### src/rtl/csq_pkg.sv
package csq_pkg;
    typedef enum logic [2:0] {
        CSQ_RUN       = 3'd0,
        CSQ_SYNC      = 3'd1,
        CSQ_STOP_PCIF = 3'd2,
        CSQ_STOP_66   = 3'd3,
        CSQ_STOP_REST = 3'd4,
        CSQ_SHUTDOWN  = 3'd5,
        CSQ_WAKE      = 3'd6
    } csq_state_e;
endpackage

### src/rtl/csq_lane.sv
module csq_lane (
    input  logic clk,
    input  logic rst_n,
    input  logic ck_in,
    input  logic stop,
    input  logic go,
    output logic ck_out,
    output logic stopped
);
    logic ck_d;
    logic ck_p;
    logic en;
    logic fall;

    assign fall = ck_p & ~ck_d;

    always_ff @(posedge clk or negedge rst_n) begin
        if (!rst_n) begin
            ck_d <= 1'b0;
            ck_p <= 1'b0;
            en   <= 1'b1;
        end else begin
            ck_p <= ck_d;
            ck_d <= ck_in;
            if (stop && fall)
                en <= 1'b0;
            else if (go && !ck_d)
                en <= 1'b1;
        end
    end

    assign ck_out  = ck_d & en;
    assign stopped = ~en;


    gate_low_chk: assert property (@(posedge clk) disable iff (!rst_n)
        (en != $past(en)) |-> !$past(ck_d));


    stop_on_fall_chk: assert property (@(posedge clk) disable iff (!rst_n)
        $fell(en) |-> $past(ck_p));
endmodule

### src/rtl/csq_cpu_park.sv
module csq_cpu_park (
    input  logic clk,
    input  logic rst_n,
    input  logic t_in,
    input  logic c_in,
    input  logic park_req,
    input  logic unpark_req,
    output logic t_out,
    output logic c_out,
    output logic c_oe,
    output logic parked,
    output logic c_rise
);
    logic t_d;
    logic c_d;
    logic c_p;
    logic park;

    always_ff @(posedge clk or negedge rst_n) begin
        if (!rst_n) begin
            t_d  <= 1'b0;
            c_d  <= 1'b0;
            c_p  <= 1'b0;
            park <= 1'b0;
        end else begin
            t_d <= t_in;
            c_d <= c_in;
            c_p <= c_d;
            if (t_d) begin
                if (park_req)
                    park <= 1'b1;
                else if (unpark_req)
                    park <= 1'b0;
            end
        end
    end

    assign c_rise = c_d & ~c_p;
    assign t_out  = t_d | park;
    assign c_out  = c_d & ~park;
    assign c_oe   = ~park;
    assign parked = park;


    park_high_chk: assert property (@(posedge clk) disable iff (!rst_n)
        (park != $past(park)) |-> $past(t_d));
endmodule

### src/rtl/csq_fsm.sv
module csq_fsm
    import csq_pkg::*;
#(
    parameter int LOCK_CYC = 20
) (
    input  logic       clk,
    input  logic       rst_n,
    input  logic       req_s,
    input  logic       c_rise,
    input  logic       pcif_stopped,
    input  logic       all66_stopped,
    input  logic       any66_stopped,
    input  logic       allrest_stopped,
    input  logic       anyrest_stopped,
    input  logic       parked,
    input  logic       all_running,
    output csq_state_e state,
    output logic       stop_pcif,
    output logic       stop_66,
    output logic       stop_rest,
    output logic       go
);
    localparam int LW = $clog2(LOCK_CYC + 1);

    csq_state_e    state_nxt;
    logic          seen;
    logic [LW-1:0] lock_cnt;
    logic          lock_done;

    assign lock_done = (state == CSQ_WAKE) && (lock_cnt == LW'(LOCK_CYC));

    always_ff @(posedge clk or negedge rst_n) begin
        if (!rst_n) begin
            state    <= CSQ_RUN;
            seen     <= 1'b0;
            lock_cnt <= '0;
        end else begin
            state <= state_nxt;
            if (state != CSQ_SYNC)
                seen <= 1'b0;
            else if (c_rise)
                seen <= 1'b1;
            if (state != CSQ_WAKE)
                lock_cnt <= '0;
            else if (!lock_done)
                lock_cnt <= lock_cnt + 1'b1;
        end
    end

    always_comb begin
        state_nxt = state;
        stop_pcif = 1'b0;
        stop_66   = 1'b0;
        stop_rest = 1'b0;
        go        = 1'b0;
        unique case (state)
            CSQ_RUN: begin
                go = 1'b1;
                if (!req_s) state_nxt = CSQ_SYNC;
            end
            CSQ_SYNC: begin
                go = 1'b1;
                if (req_s)                state_nxt = CSQ_RUN;
                else if (c_rise && seen)  state_nxt = CSQ_STOP_PCIF;
            end
            CSQ_STOP_PCIF: begin
                stop_pcif = 1'b1;
                if (req_s)             state_nxt = CSQ_WAKE;
                else if (pcif_stopped) state_nxt = CSQ_STOP_66;
            end
            CSQ_STOP_66: begin
                stop_pcif = 1'b1;
                stop_66   = 1'b1;
                if (req_s)              state_nxt = CSQ_WAKE;
                else if (all66_stopped) state_nxt = CSQ_STOP_REST;
            end
            CSQ_STOP_REST: begin
                stop_pcif = 1'b1;
                stop_66   = 1'b1;
                stop_rest = 1'b1;
                if (req_s)                          state_nxt = CSQ_WAKE;
                else if (allrest_stopped && parked) state_nxt = CSQ_SHUTDOWN;
            end
            CSQ_SHUTDOWN: begin
                stop_pcif = 1'b1;
                stop_66   = 1'b1;
                stop_rest = 1'b1;
                if (req_s) state_nxt = CSQ_WAKE;
            end
            CSQ_WAKE: begin
                go = lock_done;
                if (lock_done && all_running) state_nxt = CSQ_RUN;
            end
            default: state_nxt = CSQ_RUN;
        endcase
    end


    shutdown_all_stopped_chk: assert property (@(posedge clk) disable iff (!rst_n)
        (state == CSQ_SHUTDOWN) |-> (pcif_stopped && all66_stopped && allrest_stopped && parked));


    order_66_chk: assert property (@(posedge clk) disable iff (!rst_n)
        (state != CSQ_WAKE && any66_stopped) |-> pcif_stopped);


    order_rest_chk: assert property (@(posedge clk) disable iff (!rst_n)
        (state != CSQ_WAKE && anyrest_stopped) |-> all66_stopped);


    abort_wake_chk: assert property (@(posedge clk) disable iff (!rst_n)
        ((state == CSQ_STOP_PCIF || state == CSQ_STOP_66 || state == CSQ_STOP_REST) && req_s)
        |=> (state == CSQ_WAKE));


    sync_release_chk: assert property (@(posedge clk) disable iff (!rst_n)
        (state == CSQ_SYNC && req_s) |=> (state == CSQ_RUN));
endmodule

### src/rtl/clk_stop_seq.sv
module clk_stop_seq
    import csq_pkg::*;
#(
    parameter int N66      = 3,
    parameter int NREST    = 4,
    parameter int LOCK_CYC = 20
) (
    input  logic             clk,
    input  logic             rst_n,
    input  logic             pwrdn_req_n,
    input  logic             cpu_t_in,
    input  logic             cpu_c_in,
    input  logic             pcif_in,
    input  logic [N66-1:0]   ck66_in,
    input  logic [NREST-1:0] rest_in,
    output logic             pcif_out,
    output logic [N66-1:0]   ck66_out,
    output logic [NREST-1:0] rest_out,
    output logic             cpu_t_out,
    output logic             cpu_c_out,
    output logic             cpu_c_oe,
    output logic             pll_off,
    output logic [2:0]       status
);
    localparam int NL = 1 + N66 + NREST;

    logic          req_m, req_s;
    logic [NL-1:0] lane_in, lane_out, lane_stop, lane_off;
    logic          stop_pcif, stop_66, stop_rest, go;
    logic          parked, c_rise;
    csq_state_e    state;

    always_ff @(posedge clk or negedge rst_n) begin
        if (!rst_n) begin
            req_m <= 1'b1;
            req_s <= 1'b1;
        end else begin
            req_m <= pwrdn_req_n;
            req_s <= req_m;
        end
    end

    assign lane_in = {rest_in, ck66_in, pcif_in};

    generate
        for (genvar i = 0; i < NL; i++) begin : g_lane
            if (i == 0) begin : g_pcif
                assign lane_stop[i] = stop_pcif;
            end else if (i <= N66) begin : g_b66
                assign lane_stop[i] = stop_66;
            end else begin : g_rest
                assign lane_stop[i] = stop_rest;
            end
            csq_lane u_lane (
                .clk    (clk),
                .rst_n  (rst_n),
                .ck_in  (lane_in[i]),
                .stop   (lane_stop[i]),
                .go     (go),
                .ck_out (lane_out[i]),
                .stopped(lane_off[i])
            );
        end
    endgenerate

    csq_cpu_park u_cpu (
        .clk       (clk),
        .rst_n     (rst_n),
        .t_in      (cpu_t_in),
        .c_in      (cpu_c_in),
        .park_req  (stop_rest),
        .unpark_req(go),
        .t_out     (cpu_t_out),
        .c_out     (cpu_c_out),
        .c_oe      (cpu_c_oe),
        .parked    (parked),
        .c_rise    (c_rise)
    );

    csq_fsm #(.LOCK_CYC(LOCK_CYC)) u_fsm (
        .clk            (clk),
        .rst_n          (rst_n),
        .req_s          (req_s),
        .c_rise         (c_rise),
        .pcif_stopped   (lane_off[0]),
        .all66_stopped  (&lane_off[N66:1]),
        .any66_stopped  (|lane_off[N66:1]),
        .allrest_stopped(&lane_off[NL-1:N66+1]),
        .anyrest_stopped(|lane_off[NL-1:N66+1]),
        .parked         (parked),
        .all_running    (~|lane_off && !parked),
        .state          (state),
        .stop_pcif      (stop_pcif),
        .stop_66        (stop_66),
        .stop_rest      (stop_rest),
        .go             (go)
    );

    assign pcif_out = lane_out[0];
    assign ck66_out = lane_out[N66:1];
    assign rest_out = lane_out[NL-1:N66+1];
    assign pll_off  = (state == CSQ_SHUTDOWN) && !pwrdn_req_n;
    assign status   = state;


    cpu_park_level_chk: assert property (@(posedge clk) disable iff (!rst_n)
        !cpu_c_oe |-> (cpu_t_out && !cpu_c_out));


    no_runt_chk: assert property (@(posedge clk) disable iff (!rst_n)
        $rose(pcif_out) |=> pcif_out);
endmodule

### config.mk
export PLATFORM = sky130hd
export DESIGN_NAME = clk_stop_seq
export DESIGN_NICKNAME = d
export VERILOG_FILES = /design/src/rtl/csq_pkg.sv /design/src/rtl/csq_lane.sv /design/src/rtl/csq_cpu_park.sv /design/src/rtl/csq_fsm.sv /design/src/rtl/clk_stop_seq.sv
export SDC_FILE = /design/constraint.sdc
export NUM_CORES = 1
export LEC_CHECK = 0
export ABC_CLOCK_PERIOD_IN_PS = 1300
export BUFFER_PORTS_ARGS = -buffer_cell sky130_fd_sc_hd__buf_2
export CORE_UTILIZATION = 49
export DETAILED_ROUTE_END_ITERATION = 8
export MAX_ROUTING_LAYER = met4
export PLACE_DENSITY = 0.73
export SYNTH_ARGS = -nofsm -noshare
export SYNTH_HDL_FRONTEND = slang
export SYNTH_SLANG_ARGS = --single-unit
### constraint.sdc
create_clock -name clk -period 1.3 [get_ports clk]
set_input_delay 0.13 -clock clk [delete_from_list [all_inputs] [get_ports clk]]
set_output_delay 0.13 -clock clk [all_outputs]
set_load 0.05 [all_outputs]
==> results of run 1 <==
## synth_stat cells (2+ instances only)
master and count:
dfrtp_1 29, nor2_1 18, inv_1 14, dfstp_2 10, and2_1 8, buf_4 7, nand2_1 7, o32a_1 7
a21oi_1 4, nand3_1 4, nor3_1 4, buf_6 2, ha_1 2, nor2b_1 2, nor4_1 2, o21ai_0 2
xor2_1 2
## cell type report
class	instances	area, sq um	area share, %
Clock buffer	6	51.3	2.02
Clock inverter	2	16.3	0.642
Inverter	15	61.3	2.42
Multi-Input combinational cell	79	696	27.4
Sequential cell	39	992	39.1
Tap cell	44	55.1	2.17
Timing Repair Buffer	68	663	26.2
## cells in the final DEF (no fill, tap or decap), types with 5 or more instances in the layout
cell / n
dfstp_2: 10
dfrtp_1: 26
dlygate4sd3_1: 12
nor2_1: 12
buf_6: 12
buf_2: 12
buf_4: 19
clkbuf_4: 5
o32a_1: 7
and2_4: 8
inv_1: 11
buf_8: 11
## logic make-up (layout without fill, tap and decap cells)
family          Yosys count  after routing
compound gates           23             24
xor+xnor                  2              2
simple gates             51             51
flops                    39             39
buf+inv                  24             91
fa+ha+maj                 2              2
## worst max-delay path by stage
stage	startpoint	to	slack, ps
global route	u_fsm.state[1]$_DFFE_PN0P_	pll_off	-160
detailed placement	u_fsm.lock_cnt[0]$_DFFE_PN0N_	u_fsm.state[2]$_DFFE_PN0P_	-110
global placement	u_fsm.lock_cnt[0]$_DFFE_PN0N_	u_fsm.state[2]$_DFFE_PN0P_	-70
CTS	g_lane[7].u_lane.en$_DFFE_PN1P_	rest_out[3]	-120
finish	u_fsm.state[1]$_DFFE_PN0P_	pll_off	-120
floorplan	u_fsm.state[1]$_DFFE_PN0P_	pll_off	-150
## power breakdown
| part | switching [mW] | internal (mW) | total, mW |
|---|---|---|---|
| clock network | 0.415 | 0.266 | 0.681 |
| registers | 0.233 | 1.55 | 1.78 |
| logic | 1.43 | 1.35 | 2.77 |
| total | 2.07 | 3.17 | 5.24 |
## repair_timing
item	in CTS	in global routing
buffers inserted	12	3
resized for setup	64	24
cloned	1	0
pin swaps	16	14
endpoints found under the setup margin	26	30
hold buffers	12	0
hold endpoints to repair	24	0
## state kept, by name, indices dropped and copies added (netlist names), 3 cells and up
signal and count:
u_fsm.lock_cnt 5, u_fsm.state 3, g_lane.u_lane.en 8, g_lane.u_lane.ck_p 8, g_lane.u_lane.ck_d 8
## layer usage
metal	routed length [um]	part of all wire, %
met5	0	0
met2	2050	51
met3	188	4.6
met4	90	2.2
met1	1730	43
## through the flow
step                      setup WS (ps)  cells  cell area [sq um]  utilization [%]  hold WS, ps
after floorplan                    -149    141               1680                -         -166
after global placement            -73.7    217               1910             61.2         82.7
after CTS                          -116    250               2430             77.7          235
after detailed placement           -109    217               1910             61.2         84.6
final                              -124    253               2530             81.0          244
after global routing               -163    253               2530             81.0          275
## worst max-delay path: stages (launching register included)
cell and delay (ps):
dfrtp_2 460, inv_4 90, nand2_8 50, nor3b_4 170, buf_6 180
==> results_dict.tcl, run 1 <==
set metrics [dict create \
    core_sq_um 3130 \
    numPortBuffers 27 \
    power.total_mw 5.24 \
    synthXorXnorAreaFrac_pct 1.06 \
    ant_nets 0 \
    initial_core_util_pct 52.9 \
    hp-class "input pin to asynchronous set/reset pin" \
    n_antenna_cell 0 \
    met1_usage_pct 30.9 \
    fmax_ghz 0.702 \
    nFillCells 180 \
    grt_use_total_pct 25.6 \
    grt_setup_unrepaired "yes" \
    syn_area_sq_um 1650 \
    critical_path_class "register to primary output" \
    via_count 1326 \
    synth_edf_count 0 \
    setup.worst_path.end_class "primary output" \
    wl_per_cell_um 16.0 \
    grt_pass1_wl_um 6400 \
    synthToLayoutAreaGrowth_pct 53.3 \
    firstDrtPassIters 4 \
    finalWorstSetupSlack_ps -124 \
    yosys.area.top_type "dfrtp_1" \
    grt_max_degree 24 \
    yosysWarnings 0 \
    gp_congestion 0.793 \
    fin_skew_ps 9.87 \
    cts_tree "built" \
    tightest_slew_ps 421 \
    drt_iter0_drc 49 \
    crit-reg2reg-launch "u_fsm.lock_cnt[0]$_DFFE_PN0N_" \
    cts_buffers 5 \
    ys_async_sr_fraction_pct 100 \
    drc 0 \
    antenna_found_initial 0 \
    cts.reportedPaths.clkPinSlew_ps 110 \
    vias_per_cell 5.24 \
    grt-ovfl-total 0 \
    die-height_um 60.1 \
    max-clock-path-buffers 2 \
    reg2reg_to "g_lane[7].u_lane.en$_DFFE_PN1P_" \
    period_share_pct 110 \
    crit_fanout 2 \
    leakage_nw 1.17 \
    grt.busiest_layer "met2" \
    clock-sinks 39 \
    placementRows 20 \
    synth_area_per_cell_sq_um 11.7 \
    max_slew_margin_pct 71.9 \
    status "complete, but fails checks" \
    htreeDepth 2 \
    vdd_drop_max_mv 1.27 \
    hold_violations 0 \
    synthMuxAreaShare_pct 0 \
    synth_fa_ha_area_share_pct 1.51 \
    synth_flop_cell "dfrtp_1" \
    startpoint_type "register" \
    drive_above_1_share_pct 54.5 \
    synth_compound_area_share_pct 12.1 \
    setup_viol 21 \
    die_w_um 60.1 \
    period_needed_ps 1420 \
    ys_ff_latch 39 \
    synth.top_cell.area_share_pct 43.9 \
    crit_arrival_ps 1290 \
    synth_fp_nets 156 \
    synthSimpleGateAreaFrac_pct 17.6 \
    root_buffer "clkbuf_4" \
    use_met2_pct 40.3 \
    grt_pass1_vias 1356 \
    synthTopCellsByArea "dfrtp_1 (44%), dfstp_2 (16%), o32a_1 (4.2%), nor2_1 (4.1%), buf_4 (3.2%)" \
    cp.required_ps 1170 \
    dpl.hpwl_um 2310 \
    netlist_instances 141 \
    dieArea_sq_um 3610 \
    routed_wl_um 4060 \
    violations "negative setup slack" \
    synth_top_family_by_area "simple AND/OR/NAND/NOR gates" \
    nets 223 \
    reg2reg_setup_slack_ps -80 \
    clk_latency_ps 350 \
    use_met3_pct 6.71 \
    num_io_pins 28 \
    p_per_area_nw_per_um2 2070 \
    yosysSeqAreaShare_pct 59.8 \
    slew_violations 0 \
    maxCapViolCount 0 \
    synth_cell_types 34 \
    ff2ff_path_depth 6 \
    fin_tns_setup_ps -1360 \
]
Note: power is estimated with default switching activity, not from simulation.
==> inputs of run 2 (changes only) <==
--- a/config.mk
+++ b/config.mk
@@ -10,7 +10,7 @@
 export CORE_UTILIZATION = 49
 export DETAILED_ROUTE_END_ITERATION = 8
 export MAX_ROUTING_LAYER = met4
-export PLACE_DENSITY = 0.73
+export PLACE_DENSITY_LB_ADDON = 0.1
 export SYNTH_ARGS = -nofsm -noshare
 export SYNTH_HDL_FRONTEND = slang
 export SYNTH_SLANG_ARGS = --single-unit
==> run 2 against run 1 <==
Against the previous run:
- the run still ends with negative setup slack left
- core utilization is 2.6 points lower
- sequential power about the same
- cell area down 3.2%
- via count shrank 1.9%
- worst setup slack improved by 7.2 ps
- sequential share of layout area is 1.3 points higher
- clock-buffer cell count is the same
- maximum frequency increased by 0.51%
- flip-flop and latch count is the same
- final cell count down 1.2%
- worst hold slack lost 19 ps
- clock skew shrank 7.2 ps
- largest cell class unchanged
==> results_dict.tcl, run 2 (same netlist as run 1, synthesis figures left out) <==
set metrics [dict create \
    final_cell_area_sq_um 2450 \
    swShare_pct 39.5 \
    core_sq_um 3130 \
    drc 0 \
    leakage_nw 1.13 \
    layout.cells.non_filler 250 \
    antenna_found_initial 0 \
    finalWorstSetupSlack_ps -116 \
    fmax_ghz 0.706 \
    grt_use_total_pct 23.9 \
    cts_buffers 5 \
    htreeDepth 2 \
    period_needed_ps 1420 \
    dpl.hpwl_um 2220 \
    final_cell_mix "dfrtp_1 (26), buf_4 (20), dlygate4sd3_1 (12), buf_2 (12)" \
    placementRows 20 \
    wl_per_cell_um 15.3 \
    vdd_drop_max_mv 1.16 \
    crit_fanout 2 \
    n_antenna_cell 0 \
    final_common_cell "dfrtp_1" \
    num_io_pins 28 \
    p_per_area_nw_per_um2 2040 \
    via_count 1301 \
    crit_arrival_ps 1290 \
    ant_nets 0 \
    fin_skew_ps 2.71 \
    die-height_um 60.1 \
    cp.required_ps 1170 \
    power.net_switching_mw 1.98 \
    reg2reg_to "u_fsm.state[1]$_DFFE_PN0P_" \
    maxCapViolCount 0 \
    synthToLayoutAreaGrowth_pct 48.4 \
    hold_violations 0 \
    grt_max_degree 25 \
    max-clock-path-buffers 2 \
    regArea_sq_um 992 \
    gp_congestion 0.806 \
    reg_top3 "g_lane.u_lane.ck_d (8), g_lane.u_lane.ck_p (8), g_lane.u_lane.en (8)" \
    crit-reg2reg-launch "u_fsm.state[2]$_DFFE_PN0P_" \
    setup_viol 23 \
    numPortBuffers 27 \
    drive_above_1_share_pct 54.9 \
    cts.reportedPaths.clkPinSlew_ps 110 \
    clock-sinks 39 \
    final_util_pct 78.5 \
    reg2reg_setup_slack_ps -110 \
    die_w_um 60.1 \
    period_share_pct 109 \
    dieArea_sq_um 3610 \
    grt_setup_unrepaired "yes" \
    holdWs_ps 225 \
    pwr-share-seq_pct 35.3 \
    max_slew_margin_pct 73.5 \
    nets 220 \
    grt_pass1_wl_um 5890 \
    grt-ovfl-total 0 \
    p_clk_share_pct 12.1 \
    nFillCells 197 \
    placed_cells 216 \
    hp-class "input pin to asynchronous set/reset pin" \
    initial_core_util_pct 52.9 \
    routed_wl_um 3820 \
    p_int_mw 3.02 \
    cts_tree "built" \
    setup.worst_path.end_class "primary output" \
    power_frac_comb_pct 52.6 \
    ff2ff_path_depth 4 \
    multi_input_area_sq_um 679 \
    violations "negative setup slack" \
    startpoint_type "register" \
    status "complete, but fails checks" \
    drt_iter0_drc 25 \
    fin_tns_setup_ps -1280 \
    firstDrtPassIters 6 \
    clk_latency_ps 350 \
    tightest_slew_ps 398 \
    grt_pass1_vias 1319 \
    vias_per_cell 5.20 \
    dpl_cell_area_sq_um 1910 \
    slew_violations 0 \
    root_buffer "clkbuf_4" \
    critical_path_class "register to primary output" \
]
-- run 2: metal layers --
layer  track usage [%]  wire (um)  share of wire (%)  vias to the layer above
li1                  -          -                  -                      608
met1              27.7       1560                 41                      644
met5                 -          0                  0                        -
met3              6.49        156                4.1                       11
met2              37.7       1990                 52                       38
met4              12.3        103                2.7                        0
-- run 2: worst max-delay path, cell delays in order, from the launching register on --
cell and delay, ps:
dfrtp_2 450, inv_4 80, nand2_4 60, nor3b_4 170, buf_6 180
-- run 2: worst max-delay path by stage --
stage / slack [ps] / end / depth (start not counted) / start
after floorplan: -150 / pll_off / 4 / u_fsm.state[1]$_DFFE_PN0P_
after global placement: -80 / u_fsm.state[2]$_DFFE_PN0P_ / 6 / u_fsm.lock_cnt[0]$_DFFE_PN0N_
after detailed placement: -170 / u_fsm.state[2]$_DFFE_PN0P_ / 6 / u_fsm.lock_cnt[0]$_DFFE_PN0N_
after CTS: -130 / rest_out[3] / 3 / g_lane[7].u_lane.en$_DFFE_PN1P_
after global routing: -200 / u_fsm.state[1]$_DFFE_PN0P_ / 4 / u_fsm.state[2]$_DFFE_PN0P_
final: -120 / pll_off / 4 / u_fsm.state[1]$_DFFE_PN0P_
-- run 2: timing repair --
action | CTS | global route
cloned | 1 | 0
hold endpoints to repair | 26 | 0
buffers inserted | 9 | 4
setup endpoints to repair | 25 | 30
resized for setup | 57 | 25
hold buffers | 12 | 0
pin swaps | 7 | 15
-- run 2: final cells by class --
cell class,instances,share of cell area (%)
clock buffer,6,1.68
clock inverter,2,0.510
inverter,15,2.50
multi-input combinational,79,27.7
sequential,39,40.4
tap,44,2.24
timing repair buffer,65,25.0
-- run 2: per-stage QoR --
| step | worst slack (ps) | power [mW] |
|---|---|---|
| finish | -116 | 5.00 |
| global placement | -75.3 | 3.42 |
| floorplan | -149 | 3.03 |
| global route | -196 | 5.23 |
| CTS | -129 | 4.70 |
| detailed placement | -168 | 3.48 |
-- run 2: power groups by stage --
stage	clock network [mW]	registers [mW]	logic (mW)
2_1_floorplan	0	1.88	1.14
3_3_place_gp	0	1.81	1.61
3_5_place_dp	0	1.83	1.65
4_1_cts	0.619	1.75	2.33
5_1_grt	0.664	1.80	2.77
6_report	0.604	1.77	2.63
